## src/rtl/irq_seq_pkg.sv

```systemverilog
package irq_seq_pkg;
   typedef enum logic [2:0] {
      CMD_NONE = 3'd0,
      CMD_EN   = 3'd1,
      CMD_DIS  = 3'd2,
      CMD_IORST= 3'd3,
      CMD_ACK  = 3'd4
   } cmd_e;

   typedef enum logic [1:0] {
      ST_IDLE  = 2'd0,
      ST_SAVE  = 2'd1,
      ST_CHAIN = 2'd2,
      ST_DONE  = 2'd3
   } seq_state_e;
endpackage

```

## src/rtl/irq_prio_enc.sv

```systemverilog
module irq_prio_enc #(
   parameter int NDEV       = 64,
   parameter bit NEAR_IS_LOW = 1'b1,
   localparam int IDX_W     = $clog2(NDEV)
) (
   input  logic [NDEV-1:0]  req,
   output logic             any,
   output logic [IDX_W-1:0] idx
);
   assign any = |req;

   generate
      if (NEAR_IS_LOW) begin : g_low_first
         always_comb begin
            idx = '0;
            for (int i = NDEV-1; i >= 0; i--) begin
               if (req[i]) idx = IDX_W'(i);
            end
         end
      end else begin : g_high_first
         always_comb begin
            idx = '0;
            for (int i = 0; i < NDEV; i++) begin
               if (req[i]) idx = IDX_W'(i);
            end
         end
      end
   endgenerate
endmodule

```

## src/rtl/irq_enable_ctl.sv

```systemverilog
module irq_enable_ctl
   import irq_seq_pkg::*;
(
   input  logic       clk,
   input  logic       rst_n,
   input  logic       cmd_valid,
   input  logic [2:0] cmd_op,
   input  logic       bnd_accept,
   input  logic       take,
   output logic       live,
   output logic       primed
);
   logic live_n, primed_n;
   logic kill;

   assign kill = cmd_valid && (cmd_op == CMD_DIS || cmd_op == CMD_IORST);

   always_comb begin
      live_n   = live;
      primed_n = primed;
      if (take) begin
         live_n = 1'b0;
      end else if (bnd_accept && primed) begin
         live_n = 1'b1;
      end
      if (bnd_accept) primed_n = 1'b0;
      if (cmd_valid && cmd_op == CMD_EN && !live_n) primed_n = 1'b1;
      if (kill) begin
         live_n   = 1'b0;
         primed_n = 1'b0;
      end
   end

   always_ff @(posedge clk) begin
      if (!rst_n) begin
         live   <= 1'b0;
         primed <= 1'b0;
      end else begin
         live   <= live_n;
         primed <= primed_n;
      end
   end
endmodule

```

## src/rtl/irq_entry_fsm.sv

```systemverilog
module irq_entry_fsm
   import irq_seq_pkg::*;
#(
   parameter int PC_W   = 15,
   parameter int DATA_W = 16,
   parameter int SAVE_LOC = 0,
   parameter int VEC_LOC  = 1
) (
   input  logic              clk,
   input  logic              rst_n,
   input  logic              bnd_valid,
   input  logic [PC_W-1:0]   next_pc,
   input  logic              live,
   input  logic              any_req,
   output logic              bnd_accept,
   output logic              take,
   output logic              bnd_done,
   output logic              redirect,
   output logic [PC_W-1:0]   target_pc,
   output logic              mem_req,
   output logic              mem_we,
   output logic [PC_W-1:0]   mem_addr,
   output logic [DATA_W-1:0] mem_wdata,
   input  logic [DATA_W-1:0] mem_rdata,
   input  logic              mem_ack
);
   localparam int IND_BIT = DATA_W - 1;

   seq_state_e        state;
   logic [PC_W-1:0]   ret_pc;
   logic [PC_W-1:0]   ptr;
   logic              redir_q;
   logic [PC_W-1:0]   tgt_q;

   assign bnd_accept = (state == ST_IDLE) && bnd_valid;
   assign take       = bnd_accept && live && any_req;

   always_ff @(posedge clk) begin
      if (!rst_n) begin
         state   <= ST_IDLE;
         ret_pc  <= '0;
         ptr     <= '0;
         redir_q <= 1'b0;
         tgt_q   <= '0;
      end else begin
         case (state)
            ST_IDLE: begin
               if (take) begin
                  ret_pc  <= next_pc;
                  state   <= ST_SAVE;
               end else if (bnd_accept) begin
                  redir_q <= 1'b0;
                  state   <= ST_DONE;
               end
            end
            ST_SAVE: begin
               if (mem_ack) begin
                  ptr   <= PC_W'(VEC_LOC);
                  state <= ST_CHAIN;
               end
            end
            ST_CHAIN: begin
               if (mem_ack) begin
                  if (mem_rdata[IND_BIT]) begin
                     ptr <= mem_rdata[PC_W-1:0];
                  end else begin
                     tgt_q   <= mem_rdata[PC_W-1:0];
                     redir_q <= 1'b1;
                     state   <= ST_DONE;
                  end
               end
            end
            default: state <= ST_IDLE;
         endcase
      end
   end

   always_comb begin
      mem_req   = 1'b0;
      mem_we    = 1'b0;
      mem_addr  = '0;
      mem_wdata = '0;
      case (state)
         ST_SAVE: begin
            mem_req   = 1'b1;
            mem_we    = 1'b1;
            mem_addr  = PC_W'(SAVE_LOC);
            mem_wdata = DATA_W'(ret_pc);
         end
         ST_CHAIN: begin
            mem_req  = 1'b1;
            mem_addr = ptr;
         end
         default: ;
      endcase
   end

   assign bnd_done  = (state == ST_DONE);
   assign redirect  = bnd_done && redir_q;
   assign target_pc = tgt_q;
endmodule

```

## src/rtl/irq_entry_seq.sv

```systemverilog
module irq_entry_seq
   import irq_seq_pkg::*;
#(
   parameter int NDEV   = 64,
   parameter int PC_W   = 15,
   parameter int DATA_W = 16,
   localparam int DEV_W = $clog2(NDEV)
) (
   input  logic              clk,
   input  logic              rst_n,
   input  logic              cmd_valid,
   input  logic [2:0]        cmd_op,
   input  logic [NDEV-1:0]   dev_req,
   input  logic              bnd_valid,
   input  logic [PC_W-1:0]   next_pc,
   output logic              bnd_done,
   output logic              redirect,
   output logic [PC_W-1:0]   target_pc,
   output logic              int_on,
   output logic              ack_valid,
   output logic [DEV_W-1:0]  ack_addr,
   output logic              mem_req,
   output logic              mem_we,
   output logic [PC_W-1:0]   mem_addr,
   output logic [DATA_W-1:0] mem_wdata,
   input  logic [DATA_W-1:0] mem_rdata,
   input  logic              mem_ack
);
   if (DATA_W != PC_W + 1) begin : g_bad_width
      $error("DATA_W must be PC_W plus one indirection bit");
   end
   if (NDEV < 2) begin : g_bad_ndev
      $error("NDEV must be at least 2");
   end

   logic             any_req;
   logic [DEV_W-1:0] win_idx;
   logic             bnd_accept, take, live, primed;

   irq_prio_enc #(.NDEV(NDEV), .NEAR_IS_LOW(1'b1)) u_enc (
      .req (dev_req),
      .any (any_req),
      .idx (win_idx)
   );

   irq_enable_ctl u_en (
      .clk        (clk),
      .rst_n      (rst_n),
      .cmd_valid  (cmd_valid),
      .cmd_op     (cmd_op),
      .bnd_accept (bnd_accept),
      .take       (take),
      .live       (live),
      .primed     (primed)
   );

   irq_entry_fsm #(.PC_W(PC_W), .DATA_W(DATA_W)) u_fsm (
      .clk        (clk),
      .rst_n      (rst_n),
      .bnd_valid  (bnd_valid),
      .next_pc    (next_pc),
      .live       (live),
      .any_req    (any_req),
      .bnd_accept (bnd_accept),
      .take       (take),
      .bnd_done   (bnd_done),
      .redirect   (redirect),
      .target_pc  (target_pc),
      .mem_req    (mem_req),
      .mem_we     (mem_we),
      .mem_addr   (mem_addr),
      .mem_wdata  (mem_wdata),
      .mem_rdata  (mem_rdata),
      .mem_ack    (mem_ack)
   );

   assign int_on = live;

   always_ff @(posedge clk) begin
      if (!rst_n) begin
         ack_valid <= 1'b0;
         ack_addr  <= '0;
      end else begin
         ack_valid <= cmd_valid && (cmd_op == CMD_ACK);
         if (cmd_valid && cmd_op == CMD_ACK) ack_addr <= win_idx;
      end
   end
endmodule

```

## config.mk

```make
export PLATFORM = sky130hd
export DESIGN_NAME = irq_entry_seq
export DESIGN_NICKNAME = d
export VERILOG_FILES = /design/src/rtl/irq_seq_pkg.sv /design/src/rtl/irq_prio_enc.sv /design/src/rtl/irq_enable_ctl.sv /design/src/rtl/irq_entry_fsm.sv /design/src/rtl/irq_entry_seq.sv
export SDC_FILE = /design/constraint.sdc
export NUM_CORES = 1
export LEC_CHECK = 0
export BUFFER_PORTS_ARGS = -buffer_cell sky130_fd_sc_hd__buf_2
export CAP_MARGIN = 40
export CORE_ASPECT_RATIO = 1.5
export CORE_UTILIZATION = 42
export CTS_CLUSTER_SIZE = 14
export DETAILED_ROUTE_END_ITERATION = 7
export PLACE_DENSITY = 0.88
export SLEW_MARGIN = 25
export SYNTH_ARGS = -nofsm -noshare
export SYNTH_HDL_FRONTEND = slang
export SYNTH_SLANG_ARGS = --single-unit
```

## constraint.sdc

```tcl
create_clock -name clk -period 1.8 [get_ports clk]
set_input_delay 0.36 -clock clk [delete_from_list [all_inputs] [get_ports clk]]
set_output_delay 0.36 -clock clk [all_outputs]
set_load 0.03 [all_outputs]
```

**After elaboration in Yosys (flattened, before gate mapping)**

Index checks and enable logic that the tools add are counted.

- Register bits after elaboration: 57
- Input bits: 103
- Output and inout port bits: 58
- Logic and storage cells: 134

- Eq/ne operators: 14
- Mux-type cells: 86
- Bitwise gates (word level): 2
- Reduce and logical (&&, ||, !) cells: 23

Operators with widths:

| kind | count |
|---|---|
| 6-bit two-way mux | 64 |
| 15-bit two-way mux | 5 |
| 64-bit OR reduction | 1 |
| 15-bit one-hot mux with 2 select lines | 1 |
| 2-bit inequality test, second input constant | 6 |
| 2-bit two-way mux | 5 |
| 1-bit logical AND | 9 |
| 1-bit two-way mux | 9 |
| 4-bit AND reduction | 2 |
| 3-bit by 2-bit equality test with 1-bit output, second input constant | 2 |
| 2-bit one-hot mux with 3 select lines | 1 |
| 2-bit nonzero test | 3 |
| 5-bit AND reduction | 1 |
| 2-bit equality test, second input constant | 2 |
| 2-bit OR reduction | 2 |
| 3-bit by 1-bit equality test with 1-bit output, second input constant | 1 |
| 3-bit equality test, second input constant | 1 |
| 3-bit inequality test, second input constant | 1 |
| 3-bit AND reduction | 1 |
| 2-bit by 1-bit equality test with 1-bit output, second input constant | 1 |
| 2-bit zero test | 1 |
| 1-bit inverter | 2 |
| 1-bit one-hot mux with 2 select lines | 1 |
| 2-bit AND reduction | 1 |
| other kinds (2) | 2 |

**Depth between registers and ports, before layout**

- Depth in word-level cells: 64
- Mapped depth: 8

**By module**

A second synthesis with hierarchy kept.

- Cells, all modules: 436
- Area, all modules: 3,324.4 µm²

Modules (own cells, without submodules):

| module | times used | cells each | area each (µm²) | sequential area each (µm²) |
|---|---|---|---|---|
| irq_entry_fsm | 1 | 251 | 2,062.0 | 960.9 |
| irq_prio_enc | 1 | 145 | 887.1 | 0.0 |
| irq_entry_seq | 1 | 29 | 281.5 | 140.1 |
| irq_enable_ctl | 1 | 11 | 93.8 | 40.0 |

**Worst setup path before layout**

OpenSTA, ideal clock, no wires.

- Path kind: input-to-reg
- Start point: input dev_req[21]
- End point: register u_fsm.ret_pc[10]
- Setup time: 0.128 ns
- Data arrival time: 1.794 ns
- Data required time: 1.672 ns
- Slack: -0.121 ns
- Cell stages on the path: 7
- Path buffers: 2
- Cells stage by stage: nor4_4 nand4_2 o41ai_2 buf_6 buf_12 mux2i_1 nor2_1

- Cells in the longest elaborated chain, start to end: 3

Ends and longest elaborated chain:

| item | RTL line | text |
|---|---|---|
| start, declared | irq_entry_seq.sv:13 | `input logic [NDEV-1:0] dev_req,` |
| 64-bit OR reduction | irq_prio_enc.sv:10 | `assign any = \|req;` |
| 1-bit logical AND | irq_entry_fsm.sv:36 | `assign take = bnd_accept && live && any_req;` |
| 2-bit AND reduction (no line) | n/a |  |
| end signal, assigned | irq_entry_fsm.sv:49 | `ret_pc <= next_pc;` |
| end, declared | irq_entry_fsm.sv:30 | `logic [PC_W-1:0] ret_pc;` |

Every way passes these cells.
A chain may end at the register's enable or synchronous reset.

**Final worst setup path**

- Start point: input dev_req[40]
- End point: register u_fsm.state[1]

- Cells in the longest elaborated chain, start to end: 4

Ends and longest elaborated chain:

| item | RTL line | text |
|---|---|---|
| 64-bit OR reduction (*) | irq_prio_enc.sv:10 |  |
| 1-bit logical AND (*) | irq_entry_fsm.sv:36 |  |
| 3-bit inequality test (no line) / 2-bit two-way mux (equally long branches) | n/a |  |
| 4-bit AND reduction (no line) / 2-bit one-hot mux with 3 select lines (equally long branches) | n/a |  |
| end signal, assigned | irq_entry_fsm.sv:40 | `state <= ST_IDLE;` |
| end signal, assigned | irq_entry_fsm.sv:50 | `state <= ST_SAVE;` |
| end signal, assigned | irq_entry_fsm.sv:53 | `state <= ST_DONE;` |
| end, declared | irq_entry_fsm.sv:29 | `seq_state_e state;` |

Mark *: on every way between the ends. The rest lies on a longest branch, timed or not.

==> metrics.txt <==
min cycle time layout approximately 2.0 ns; Die Area 8231 um^2; wire length of the first global-routing pass 18240 um; Post-Syn Instances 411; cell family with most CP delay simple AND/OR/NAND/NOR gates; TritonRoute pass-1 iters 8; RePlAce Congestion between 0.8 and 0.9; overall via count from detail_route 4443; CTS tree done; RSZ-0062 raised after global routing yes; crit path DAT 2.27 ns; area leader, netlist dfxtp_1; fmax 0.4944 GHz; initial antenna violation count 0; final std cells w/o fill 773; Placed Area 4868 um^2; max-slew violation count 0; Port Buf Inserts between 150 and 200; # setup viols final 18; Initial Util 43.39%; Max clock buf depth 2; Max-slew headroom 52.44%; critical path depth 8; cell area after synthesis 3303 um^2; maximum VDD drop ~0.86 mV; P_leak approximately 2.6 nW; Hold Buf Count CTS 0; most common library cells after synthesis dfxtp_1, nor2_1, nand2_1, a21oi_1, and2_1; Hold Path Class in -> reg; Total Wirelength ~14000 um; syn avg cell area 8.037 um^2; crit end category flop; final clock skew 0.004717 ns; number of synthesized flops with an enable pin 0; Tot Pwr about 4.3 mW; total CTS buffers 9; fin area 5559 um^2; part of the cycle the worst path needs 112.4%; post-route setup slack -0.2229 ns; max-cap viol count 0; max incr delay on CP 0.40 ns; # IOs between 150 and 200; failing checks setup timing; DP Worst Slack -0.4782 ns; reg2reg path depth 8; worst slew pin tran 0.7044 ns; WP buf/inv 2; die width ~74 um; ANT nets after route 0; Yosys top cell area share 34.55%; Layout area overhead 68.30%; Synth area leaders dfxtp_1, nor2_1, and2_1; GRT Residual Overflow 0; Yosys Warn Count 0; hold slack 0.2696 ns; Die H 110.6 um; net count after synthesis approximately 520; Avg Vias per Cell 5.748; Worst-Skew Late Latency 0.32 ns; Worst-path clk slew around 0.05 ns; Setup CP Type in -> reg; dpl cells 740; # rows 39; top_reg_cell synth dfxtp_1; PwrDens 775.0 nW/um^2; Synth async-reset ratio 0%; CTS Sinks 57; 1st-iter DRT viols 295; Root Buffer Master clkbuf_16; crit-path max FO 6; most common cell in the netlist dfxtp_1; post-synthesis cell type count 54; n_diodes 0; sequential element share of the synthesized area 34.55%; vias in the first global route 4252; Detailed Place HPWL 8955 um; pin count of the biggest net entering global routing 44; status finished, violations left; #FFs+latches synth 57; hold depth 3; Hold Fails Final Rpt 0; Slowest cell on crit path o41ai_4; share of cells above drive strength 1 47.24%; crit path cell chain buf_2 > nor4_4 > nand4_1 > o41ai_4 > buf_6 > a21oi_1 > or3_1 > a21oi_2; WL/cell 17.80 um; crit start category input port; Total GRT Usage 28.52%; DRC viols 0; core area 7612 um^2; htree depth 3; Nets 773; Critical Path RT 2.05 ns
==> routing by layer <==
layer | vias to the layer above | GRT usage [%] | routed length (um) | part of all wire, %
met5 | - | 0 | 0 | 0
li1 | 1991 | - | - | -
met4 | 0 | 17.11 | 806 | 5.9
met1 | 2062 | 27.34 | 4756 | 35
met3 | 79 | 7.755 | 1320 | 9.6
met2 | 311 | 51.35 | 6878 | 50
==> where the power goes <==
group / total [mW] / internal [mW] / switching (mW) / leakage, nW
Sequential: 1.41 / 1.35 / 0.0643 / 0.462
Combinational: 1.37 / 0.580 / 0.789 / 2.02
Clock: 1.53 / 0.925 / 0.602 / 0.131
Total: 4.31 / 2.85 / 1.46 / 2.62
==> placed cells by master, fill, tap and decap left out, types with 3 or more instances in the layout <==
master	n
and2_1	33
nor3_1	16
o21ai_0	10
buf_12	3
and3_1	3
a22oi_1	15
mux2i_2	4
inv_1	15
or3_1	3
buf_4	106
clkbuf_16	11
buf_6	10
a21oi_1	32
a31oi_1	4
nor2_1	56
nand2b_1	6
nand2_1	48
nor4_1	3
clkinv_2	3
nand4_1	3
nand3_1	5
a211oi_1	3
or4_1	4
dfxtp_1	55
mux2i_1	10
nor4_4	16
buf_2	138
==> final cells by class <==
| class | instances | area, um^2 |
|---|---|---|
| clock inverters | 7 | 47.55 |
| well taps | 102 | 127.6 |
| flip-flops and latches | 57 | 1149 |
| clock buffers | 9 | 225.2 |
| inverters | 17 | 63.81 |
| repair buffers | 262 | 1739 |
| fillers | 546 | 2053 |
| multi-input cells | 319 | 2207 |
==> registers in the layout, indices dropped and copies added (netlist names) <==
signal and cells:
u_fsm.ptr 15, u_fsm.ret_pc 15, u_fsm.target_pc 15, ack_addr 6, u_en.live 1, u_fsm.state 2, u_fsm.redir_q 1, u_en.primed 1
ack_valid 1
==> worst paths after layout <==
path	from	endpoint	slack (ns)
setup reg to reg	u_fsm.state[0]$_SDFFE_PN0P_	u_fsm.state[1]$_SDFFE_PN0P_	0.02
hold reg to reg	u_fsm.target_pc[0]$_SDFFE_PN0P_	u_fsm.target_pc[0]$_SDFFE_PN0P_	0.45
hold / removal	next_pc[6]	u_fsm.ret_pc[6]$_SDFFE_PN0P_	0.27
setup / recovery	dev_req[40]	u_fsm.state[1]$_SDFFE_PN0P_	-0.22
==> cell families (layout without fill, tap and decap cells) <==
logic type               after synthesis  count (layout)  synth area share, %
AO/OA/AOI/OAI                         91              91                18.18
buffers and inverters                 35             295                4.811
AND/OR/NAND/NOR                      207             207                35.95
other                                  1               1               0.1135
flip-flops                            57              57                34.55
multiplexers                          16              16                4.886
adder cells (fa/ha/maj)                4               4                1.515
==> stage by stage <==
step	TNS, ns	util (%)
after floorplan	-0.9211	-
after global placement	-6.668	63.95
after detailed placement	-8.749	63.95
after CTS	-0.1476	68.87
after global routing	-4.874	73.03
final	-2.029	73.03
==> worst min-delay path, cell delays in order <==
cell	delay (ns)
buf_2	0.08
mux2i_1	0.05
nor2_1	0.07
==> repair_timing <==
action,in CTS,in global routing
gates cloned,0,2
gates resized for setup,19,49
endpoints found under the setup margin,61,40
setup buffers,5,10
pin swaps,7,11
Power figures use the tool's default switching activity.
